`src/rtl/rect_blitter.sv`:
```
module rect_blitter #(
  parameter int NDESC = 8,
  parameter int NSRC  = 4,
  parameter int CW    = 12,
  parameter int AW    = 24,
  parameter int DW    = 128,
  localparam int IW   = (NDESC > 1) ? $clog2(NDESC) : 1,
  localparam int SW   = (NSRC > 1) ? $clog2(NSRC) : 1
) (
  input  logic          clk,
  input  logic          rst_n,
  input  logic          desc_we,
  input  logic [IW-1:0] desc_idx,
  input  logic [SW-1:0] desc_src,
  input  logic [CW-1:0] desc_sx,
  input  logic [CW-1:0] desc_sy,
  input  logic [CW-1:0] desc_dx,
  input  logic [CW-1:0] desc_dy,
  input  logic [CW-1:0] desc_w,
  input  logic [CW-1:0] desc_h,
  input  logic          desc_op,
  input  logic          base_we,
  input  logic [SW-1:0] base_idx,
  input  logic [AW-1:0] base_addr,
  input  logic [AW-1:0] dst_base,
  input  logic [CW-1:0] pitch,
  input  logic [1:0]    bpp_sel,
  input  logic [31:0]   key_color,
  input  logic          start,
  output logic          busy,
  output logic          done,
  output logic          mem_req,
  output logic          mem_we,
  output logic [AW-1:0] mem_addr,
  output logic [DW-1:0] mem_wdata,
  output logic [DW-1:0] mem_wmask,
  input  logic [DW-1:0] mem_rdata,
  input  logic          mem_ack
);
  localparam int OW = $clog2(DW);
  localparam int LW = 2 * CW + 6;

  typedef enum logic [2:0] {S_IDLE, S_SCAN, S_RSRC, S_RDST, S_WDST, S_STEP} st_t;

  st_t st;
  logic [NDESC-1:0] vld, d_op;
  logic [SW-1:0] d_src [NDESC];
  logic [CW-1:0] d_sx [NDESC], d_sy [NDESC], d_dx [NDESC], d_dy [NDESC];
  logic [CW-1:0] d_w [NDESC], d_h [NDESC];
  logic [AW-1:0] sbase [NSRC];
  logic [IW-1:0] ptr;
  logic [CW-1:0] cx, cy;
  logic [31:0]   spix, apix;
  logic [DW-1:0] dword;

  wire          in_dst = (st == S_RDST) || (st == S_WDST);
  wire          last_ptr = (ptr == IW'(NDESC - 1));
  wire [CW-1:0] px = (in_dst ? d_dx[ptr] : d_sx[ptr]) + cx;
  wire [CW-1:0] py = (in_dst ? d_dy[ptr] : d_sy[ptr]) + cy;
  wire [AW-1:0] base = in_dst ? dst_base : sbase[d_src[ptr]];
  wire [2:0]    shamt = bpp_sel[1] ? 3'd5 : (bpp_sel[0] ? 3'd4 : 3'd3);
  wire [31:0]   pmask = bpp_sel[1] ? 32'hFFFF_FFFF : (bpp_sel[0] ? 32'h0000_FFFF : 32'h0000_00FF);
  wire [LW-1:0] lin = LW'(py) * LW'(pitch) + LW'(px);
  wire [LW-1:0] bitpos = lin << shamt;
  wire [OW-1:0] off = bitpos[OW-1:0];
  wire [31:0]   rpix = 32'(mem_rdata >> off) & pmask;
  wire [31:0]   opix = 32'(dword >> off) & pmask;
  wire [31:0]   npix = d_op[ptr] ? apix : spix;
  wire          is_key = (rpix == (key_color & pmask));

  always_comb
    for (int k = 0; k < 4; k++)
      apix[8*k +: 8] = 8'((9'(spix[8*k +: 8]) + 9'(opix[8*k +: 8])) >> 1);

  assign busy      = (st != S_IDLE);
  assign mem_req   = (st == S_RSRC) || in_dst;
  assign mem_we    = (st == S_WDST);
  assign mem_addr  = base + AW'(bitpos >> OW);
  assign mem_wmask = DW'(pmask) << off;
  assign mem_wdata = (dword & ~mem_wmask) | ((DW'(npix) << off) & mem_wmask);

  always_ff @(posedge clk) begin
    if (desc_we) begin
      d_src[desc_idx] <= desc_src;
      d_sx[desc_idx]  <= desc_sx;
      d_sy[desc_idx]  <= desc_sy;
      d_dx[desc_idx]  <= desc_dx;
      d_dy[desc_idx]  <= desc_dy;
      d_w[desc_idx]   <= desc_w;
      d_h[desc_idx]   <= desc_h;
      d_op[desc_idx]  <= desc_op;
    end
    if (base_we) sbase[base_idx] <= base_addr;
  end

  always_ff @(posedge clk) begin
    if (!rst_n) begin
      st    <= S_IDLE;
      vld   <= '0;
      ptr   <= '0;
      cx    <= '0;
      cy    <= '0;
      spix  <= '0;
      dword <= '0;
      done  <= 1'b0;
    end else begin
      done <= 1'b0;
      if (desc_we) vld[desc_idx] <= 1'b1;
      case (st)
        S_IDLE: if (start) begin
          ptr <= '0;
          cx  <= '0;
          cy  <= '0;
          st  <= S_SCAN;
        end
        S_SCAN:
          if (vld[ptr] && d_w[ptr] != '0 && d_h[ptr] != '0) st <= S_RSRC;
          else begin
            vld[ptr] <= 1'b0;
            if (last_ptr) begin st <= S_IDLE; done <= 1'b1; end
            else begin ptr <= ptr + 1'b1; st <= S_SCAN; end
          end
        S_RSRC: if (mem_ack) begin
          spix <= rpix;
          st   <= is_key ? S_STEP : S_RDST;
        end
        S_RDST: if (mem_ack) begin
          dword <= mem_rdata;
          st    <= S_WDST;
        end
        S_WDST: if (mem_ack) st <= S_STEP;
        S_STEP:
          if (cx == d_w[ptr] - CW'(1)) begin
            cx <= '0;
            if (cy == d_h[ptr] - CW'(1)) begin
              cy <= '0;
              vld[ptr] <= 1'b0;
              if (last_ptr) begin st <= S_IDLE; done <= 1'b1; end
              else begin ptr <= ptr + 1'b1; st <= S_SCAN; end
            end else begin
              cy <= cy + 1'b1;
              st <= S_RSRC;
            end
          end else begin
            cx <= cx + 1'b1;
            st <= S_RSRC;
          end
        default: st <= S_IDLE;
      endcase
    end
  end

  p_start_busy_r1: assert property (@(posedge clk) disable iff (!rst_n)
    (start && !busy) |=> busy);
  p_done_pulse_r1: assert property (@(posedge clk) disable iff (!rst_n)
    done |=> !done);
  p_done_idle_r1: assert property (@(posedge clk) disable iff (!rst_n)
    done |-> (!busy && $past(busy)));
  p_req_hold_r8: assert property (@(posedge clk) disable iff (!rst_n)
    (mem_req && !mem_ack) |=> (mem_req && $stable(mem_addr) && $stable(mem_we)));
  p_key_skip_r5: assert property (@(posedge clk) disable iff (!rst_n)
    (st == S_RSRC && mem_ack && is_key) |=> !mem_req);
  p_retired_r9: assert property (@(posedge clk) disable iff (!rst_n)
    (done && !desc_we) |-> (vld == '0));
endmodule

```
`config.mk`:
```
export PLATFORM = sky130hd
export DESIGN_NAME = rect_blitter
export DESIGN_NICKNAME = d
export VERILOG_FILES = /design/src/rtl/rect_blitter.sv
export SDC_FILE = /design/constraint.sdc
export NUM_CORES = 2
export LEC_CHECK = 0
export BUFFER_PORTS_ARGS = -buffer_cell sky130_fd_sc_hd__buf_2
export CORE_ASPECT_RATIO = 1.4
export CORE_UTILIZATION = 50
export CTS_BUF_LIST = sky130_fd_sc_hd__clkbuf_8
export DETAILED_ROUTE_END_ITERATION = 8
export HOLD_SLACK_MARGIN = 0.08
export PLACE_DENSITY = 0.7
export SETUP_SLACK_MARGIN = 0.1
export SKIP_LAST_GASP = 1
export SLEW_MARGIN = 20
export SYNTH_ARGS = -nofsm -noshare
export SYNTH_HDL_FRONTEND = slang
export SYNTH_SLANG_ARGS = --single-unit
```
`constraint.sdc`:
```
create_clock -name clk -period 50.8 [get_ports clk]
set_clock_uncertainty 0.1 [all_clocks]
set_input_delay 12.7 -clock clk [delete_from_list [all_inputs] [get_ports clk]]
set_output_delay 12.7 -clock clk [all_outputs]
set_load 0.005 [all_outputs]
```
### After elaboration in Yosys (flattened, before gate mapping)

Memory sizes are Yosys's and may differ from the RTL's. A register that Yosys moved wholly into a read port is not among the register bits.
Index checks and enable logic that the tools add are counted.

* flip-flop bits (word level): 207
* memory bits (writable): 688
* input port bits: 308
* word-level logic and storage cells: 152
* memories: 8

Memories
* d_dx: words 8, bits a word 12, read ports 1, clocked after Yosys merged registers in 1, write ports 1, RTL line 48 `logic [CW-1:0] d_sx [NDESC], d_sy [NDESC], d_dx [NDESC], d_dy [NDESC];`
* d_dy: words 8, bits a word 12, read ports 1, clocked after Yosys merged registers in 1, write ports 1, RTL line 48
* d_h: words 8, bits a word 12, read ports 1, clocked after Yosys merged registers in 1, write ports 1, RTL line 49 `logic [CW-1:0] d_w [NDESC], d_h [NDESC];`
* d_sx: words 8, bits a word 12, read ports 1, clocked after Yosys merged registers in 1, write ports 1, RTL line 48
* d_sy: words 8, bits a word 12, read ports 1, clocked after Yosys merged registers in 1, write ports 1, RTL line 48
* d_w: words 8, bits a word 12, read ports 1, clocked after Yosys merged registers in 1, write ports 1, RTL line 49
* +2 memories

* $add $sub $neg: 13
* multipliers: 1
* order comparisons: 4
* eq/ne operators: 16
* shift operators: 5
* muxes and demuxes: 68
* bitwise gates (word level): 10
* reductions and logical operators: 18

Operators with widths (count)
* $and A128 B128 Y128: 2
* $shl A32 B7 Y128: 2
* $shr A128 B7 Y32: 2
* $not A128 Y128: 1
* $or A128 B128 Y128: 1
* $and A32 B32 Y32: 3
* $mux W3: 28
* $mux W12: 6
* $mux W32: 2
* $pmux W12 S2: 2
* $mux W8: 5
* $add A8 B8 Y9: 4
* $eq A32 B32 Y1: 1
* $shl A25 B3 Y30: 1
* $add A24 B12 Y25: 1
* $add A12 B1 Y12 const B: 2
* $add A12 B12 Y12: 2
* $add A24 B23 Y24: 1
* $eq A12 B12 Y1: 2
* $mul A12 B12 Y24: 1
* $mux W24: 1
* $reduce_bool A12 Y1: 2
* $sub A12 B1 Y12 const B: 2
* $pmux W3 S6: 1
* other kinds (29): 60

### Longest topological paths before layout

* depth in word-level cells: 14
* mapped depth: 53
* depth with buffers taken out: 47

### Worst setup path after synthesis

No wires, ideal clock.

* path type: in2out
* from: in pitch[0]
* to: out mem_addr[23]
* arrival time: 19667 ps
* required time: 38000 ps
* path slack: 18333 ps
* stages on the path: 31
* path buffers: 1
* path through: clkbuf_1 > and2_1 > fa_1 > inv_1 > fa_1 > inv_1 > fa_1 > fa_1 > inv_1 > fa_1 > inv_1 > ha_1 > or2_2 > o31ai_1 > a21oi_1 > a21oi_1 > xnor2_1 > mux2i_1 > o21ai_0 > ha_1 > a21o_1 > a21oi_1 > o21bai_1 > o41ai_1 > o21ai_0 > or4_1 > a31o_2 > nor4_1 > o31ai_1 > a21oi_1 > xor2_1

* word-level cells in the longest chain between the ends: 4

RTL lines
* start, declared: RTL line 26 `input logic [CW-1:0] pitch,`
* $mul A12 B12 Y24: RTL line 63 `wire [LW-1:0] lin = LW'(py) * LW'(pitch) + LW'(px);`
* $add A24 B12 Y25: RTL line 63
* $shl A25 B3 Y30: RTL line 64 `wire [LW-1:0] bitpos = lin << shamt;`
* $add A24 B23 Y24: RTL line 78 `assign mem_addr = base + AW'(bitpos >> OW);`
* end, declared: RTL line 34 `output logic [AW-1:0] mem_addr,`

No other way between the ends.

### Worst setup path after layout

* from: in pitch[0]
* to: out mem_wdata[39]

* word-level cells in the longest chain between the ends: 10

RTL lines
* $mul A12 B12 Y24 (*): RTL line 63
* $add A24 B12 Y25 (*): RTL line 63
* $shl A25 B3 Y30 (*): RTL line 64
* $shr A128 B7 Y32: RTL line 67 `wire [31:0] opix = 32'(dword >> off) & pmask;`
* $and A32 B32 Y32: RTL line 67
* $add A8 B8 Y9: RTL line 73 `apix[8*k +: 8] = 8'((9'(spix[8*k +: 8]) + 9'(opix[8*k +: 8])) >> 1);`
* $mux W32: RTL line 68 `wire [31:0] npix = d_op[ptr] ? apix : spix;`
* $shl A32 B7 Y128: RTL line 80 `assign mem_wdata = (dword & ~mem_wmask) | ((DW'(npix) << off) & mem_wmask);`
* $and A128 B128 Y128: RTL line 80
* $or A128 B128 Y128 (*): RTL line 80
* end, declared: RTL line 35 `output logic [DW-1:0] mem_wdata,`

Mark *: on every way between the ends. The rest lies on a longest branch, timed or not.

==> metrics.json <==
{
  "status": "complete, but fails checks",
  "violations": "design-rule violations",
  "synth_sequential_area_ratio_pct": 46.3,
  "placed_cells": 6761,
  "postCtsResizedCells": 0,
  "num_io_pins": 592,
  "layout.core_utilization_pct": 57.2,
  "hold-path-endpoint": "spix[16]",
  "floorplan.die_area_sq_um": 109000,
  "cap_violations": 0,
  "drive_above_1_share_pct": 22.9,
  "period_minus_slack_ps": 33670,
  "cts.repair_timing.setup_buffer_count": 0,
  "worstSetupStartpointType": "primary input",
  "r2r_cells": 27,
  "cellPowerDensity_nw_per_um2": 75.4,
  "r2r_slack_ps": 39380,
  "maxSlewViolCount": 0,
  "timing.setup.critical_path_class": "primary input to output port",
  "io_buffers": 591,
  "power.total_mw": 4.62,
  "synth.most_common_cell": "edfxtp_1",
  "netlist_top_cells_count": "edfxtp_1, nand2_1, a21oi_1",
  "worst_hold_slack_ps": 396,
  "grt_pass1_vias": 43347,
  "placement.cell_area_sq_um": 58400,
  "first_pass_grt_wire_length_um": 314000,
  "routed_wl_um": 225000,
  "clk_transition_reported_paths_ps": 50,
  "synth_enable_flop_cells": 696,
  "layout_setup_ws_ps": 17130,
  "die_w_um": 279,
  "cts_inserted_buffers": 136,
  "antenna_found_initial": 51,
  "drt_first_pass_iters": 9,
  "synthDominantCellAreaShare_pct": 38.8,
  "postSynthNetCount": 5530,
  "leakagePower_nw": 23.1,
  "postSynth.topFlopCell": "edfxtp_1",
  "min_period_over_period_pct": 66.3,
  "netlist.top_cell.by_area": "edfxtp_1",
  "worst_path_largest_cell_delay_ps": 940,
  "final-seq-area_sq_um": 25000,
  "yosysUniqueCellTypes": 101,
  "relSlewSlack_pct": 14.3,
  "cp.required_ps": 38000,
  "pre_cts_slack_ps": 17300,
  "initial_utilization_pct": 50.4,
  "dieHeight_um": 390,
  "synth-warning-count": 0,
  "highest_attainable_clock_frequency_ghz": 0.0297,
  "syn-cell-area_sq_um": 53900,
  "grt_use_total_pct": 41.1,
  "min-delay-start": "spix[16]",
  "worst_hold_depth": 2,
  "crit_end_element": "output port",
  "biggest_area_contributors_in_the_synthesized_netlist": "edfxtp_1, mux4_2, dfxtp_1",
  "cts_tree": "yes",
  "final_setup_vio_count": 0,
  "rsz0062_at_grt": "false",
  "timing.critical_path.slowest_stage_cell": "a222oi_1",
  "initialDrtViolationCount": 5500,
  "filler_cell_count": 9257,
  "core_region_area_sq_um": 107000,
  "critPathArrivalTime_ps": 20870,
  "ant_nets": 0,
  "hpwlAfterDp_um": 162000,
  "dr_total_vias": 45437,
  "cts-root-to-sink-buffers": 3,
  "reg2reg_from": "st[1]",
  "synth_seq_cells": 898,
  "worst_skew_pair.late_latency_ps": 870,
  "design_area_sq_um": 61200,
  "rr_endpoint": "st[1]",
  "final_hold_viol_count": 0,
  "synth_async_sr_flop_share_pct": 0,
  "worst-slew-pin-transition_ps": 1290,
  "post_synth_inst_count": 4951,
  "cts_max_level": 4,
  "routedWlPerCell_um": 32.0,
  "hold_class": "flip-flop to flip-flop",
  "postCtsHoldBufs": 0,
  "nets": 6045,
  "drc_errors": 3,
  "final.setup.tns_ps": 0,
  "routed_via_density": 6.46,
  "syn_avg_cell_area_sq_um": 10.9,
  "final_cell_count_no_fill": 7030,
  "cp_common_cell": "a21oi_1",
  "vdd_ir_drop_max_mv": 0.160,
  "timing.critical_path.fanout_max": 38,
  "multiInputGateArea_sq_um": 27100,
  "grt_max_degree": 122,
  "clkSinkCount": 898,
  "rows": 142,
  "area_growth_from_synthesis_to_layout_pct": 13.7,
  "grt_overflow_total": 0,
  "globalplace.congestion": 1.10,
  "cts_root_buffer": "clkbuf_8"
}
-- cell families after synthesis --
logic type | after synthesis | synth area share (%)
multiplexers | 514 | 14.5
AO/OA/AOI/OAI | 1015 | 11.9
AND/OR/NAND/NOR | 1589 | 13.5
adder cells (fa/ha/maj) | 271 | 7.96
buffers and inverters | 551 | 4.08
flip-flops | 898 | 46.3
XOR/XNOR | 113 | 1.84
-- power breakdown --
group | total, mW | internal [mW] | switching (mW)
Clock | 0.583 | 0.286 | 0.297
Combinational | 3.21 | 1.18 | 2.02
Sequential | 0.827 | 0.814 | 0.0130
-- worst max-delay path, delay by kind of cell --
family                     cells  cell delay [ps]
AOI/OAI and AO/OA             12             3030
adders and majority gates      5             2210
buffers and inverters          6             1680
muxes                          2              750
and+or+nand+nor                3              440
-- per-layer routing --
metal	global-route usage [%]	vias to the layer above	part of all wire [%]
li1	-	19299	-
met1	45.2	22124	33
met2	64.4	2998	46
met3	13.8	976	11
met4	34.1	40	10
met5	0	-	0.11
-- cell usage in the layout (no fill, tap or decap), types with 69 or more instances in the layout --
cell / instances
dfxtp_1: 199
mux4_2: 198
buf_2: 590
nand3_1: 93
o21ai_0: 178
buf_4: 113
fa_1: 119
nor2_1: 354
inv_1: 257
nor3_1: 69
nand2_1: 693
mux2i_1: 204
xnor2_1: 72
ha_1: 152
a21oi_1: 366
and2_1: 102
edfxtp_1: 696
clkbuf_8: 143
mux2_2: 100
-- worst max path at each step --
stage	start	end	slack (ps)	cells past startpoint
after global placement	pitch[0]	mem_wdata[39]	17410	28
final	pitch[0]	mem_wdata[39]	17130	28
after detailed placement	pitch[0]	mem_wdata[39]	17300	28
after CTS	pitch[0]	mem_wdata[39]	17270	28
after global routing	pitch[0]	mem_addr[23]	16810	32
after floorplan	pitch[0]	mem_addr[23]	18330	31
-- state kept, by name, indices dropped and copies added, names as in the netlist, named ones only --
name and count:
d_src 16, sbase 96, cy 12, d_dx 96, spix 32, vld 8
done 1, d_h 96, ptr 3, d_op 8, dword 128, d_sy 96
d_sx 96, cx 12, d_w 96, st 3, d_dy 96
-- layout make-up --
cell class                 instances  area share [%]
inverter                         217            1.33
antenna                           26           0.106
multi-input combinational       3502            44.2
timing repair buffer             711            6.40
sequential                       898            40.8
tap                             1440            2.94
clock buffer                     143            3.21
clock inverter                    93            1.01
No activity file was read; power rests on OpenSTA's default activity.
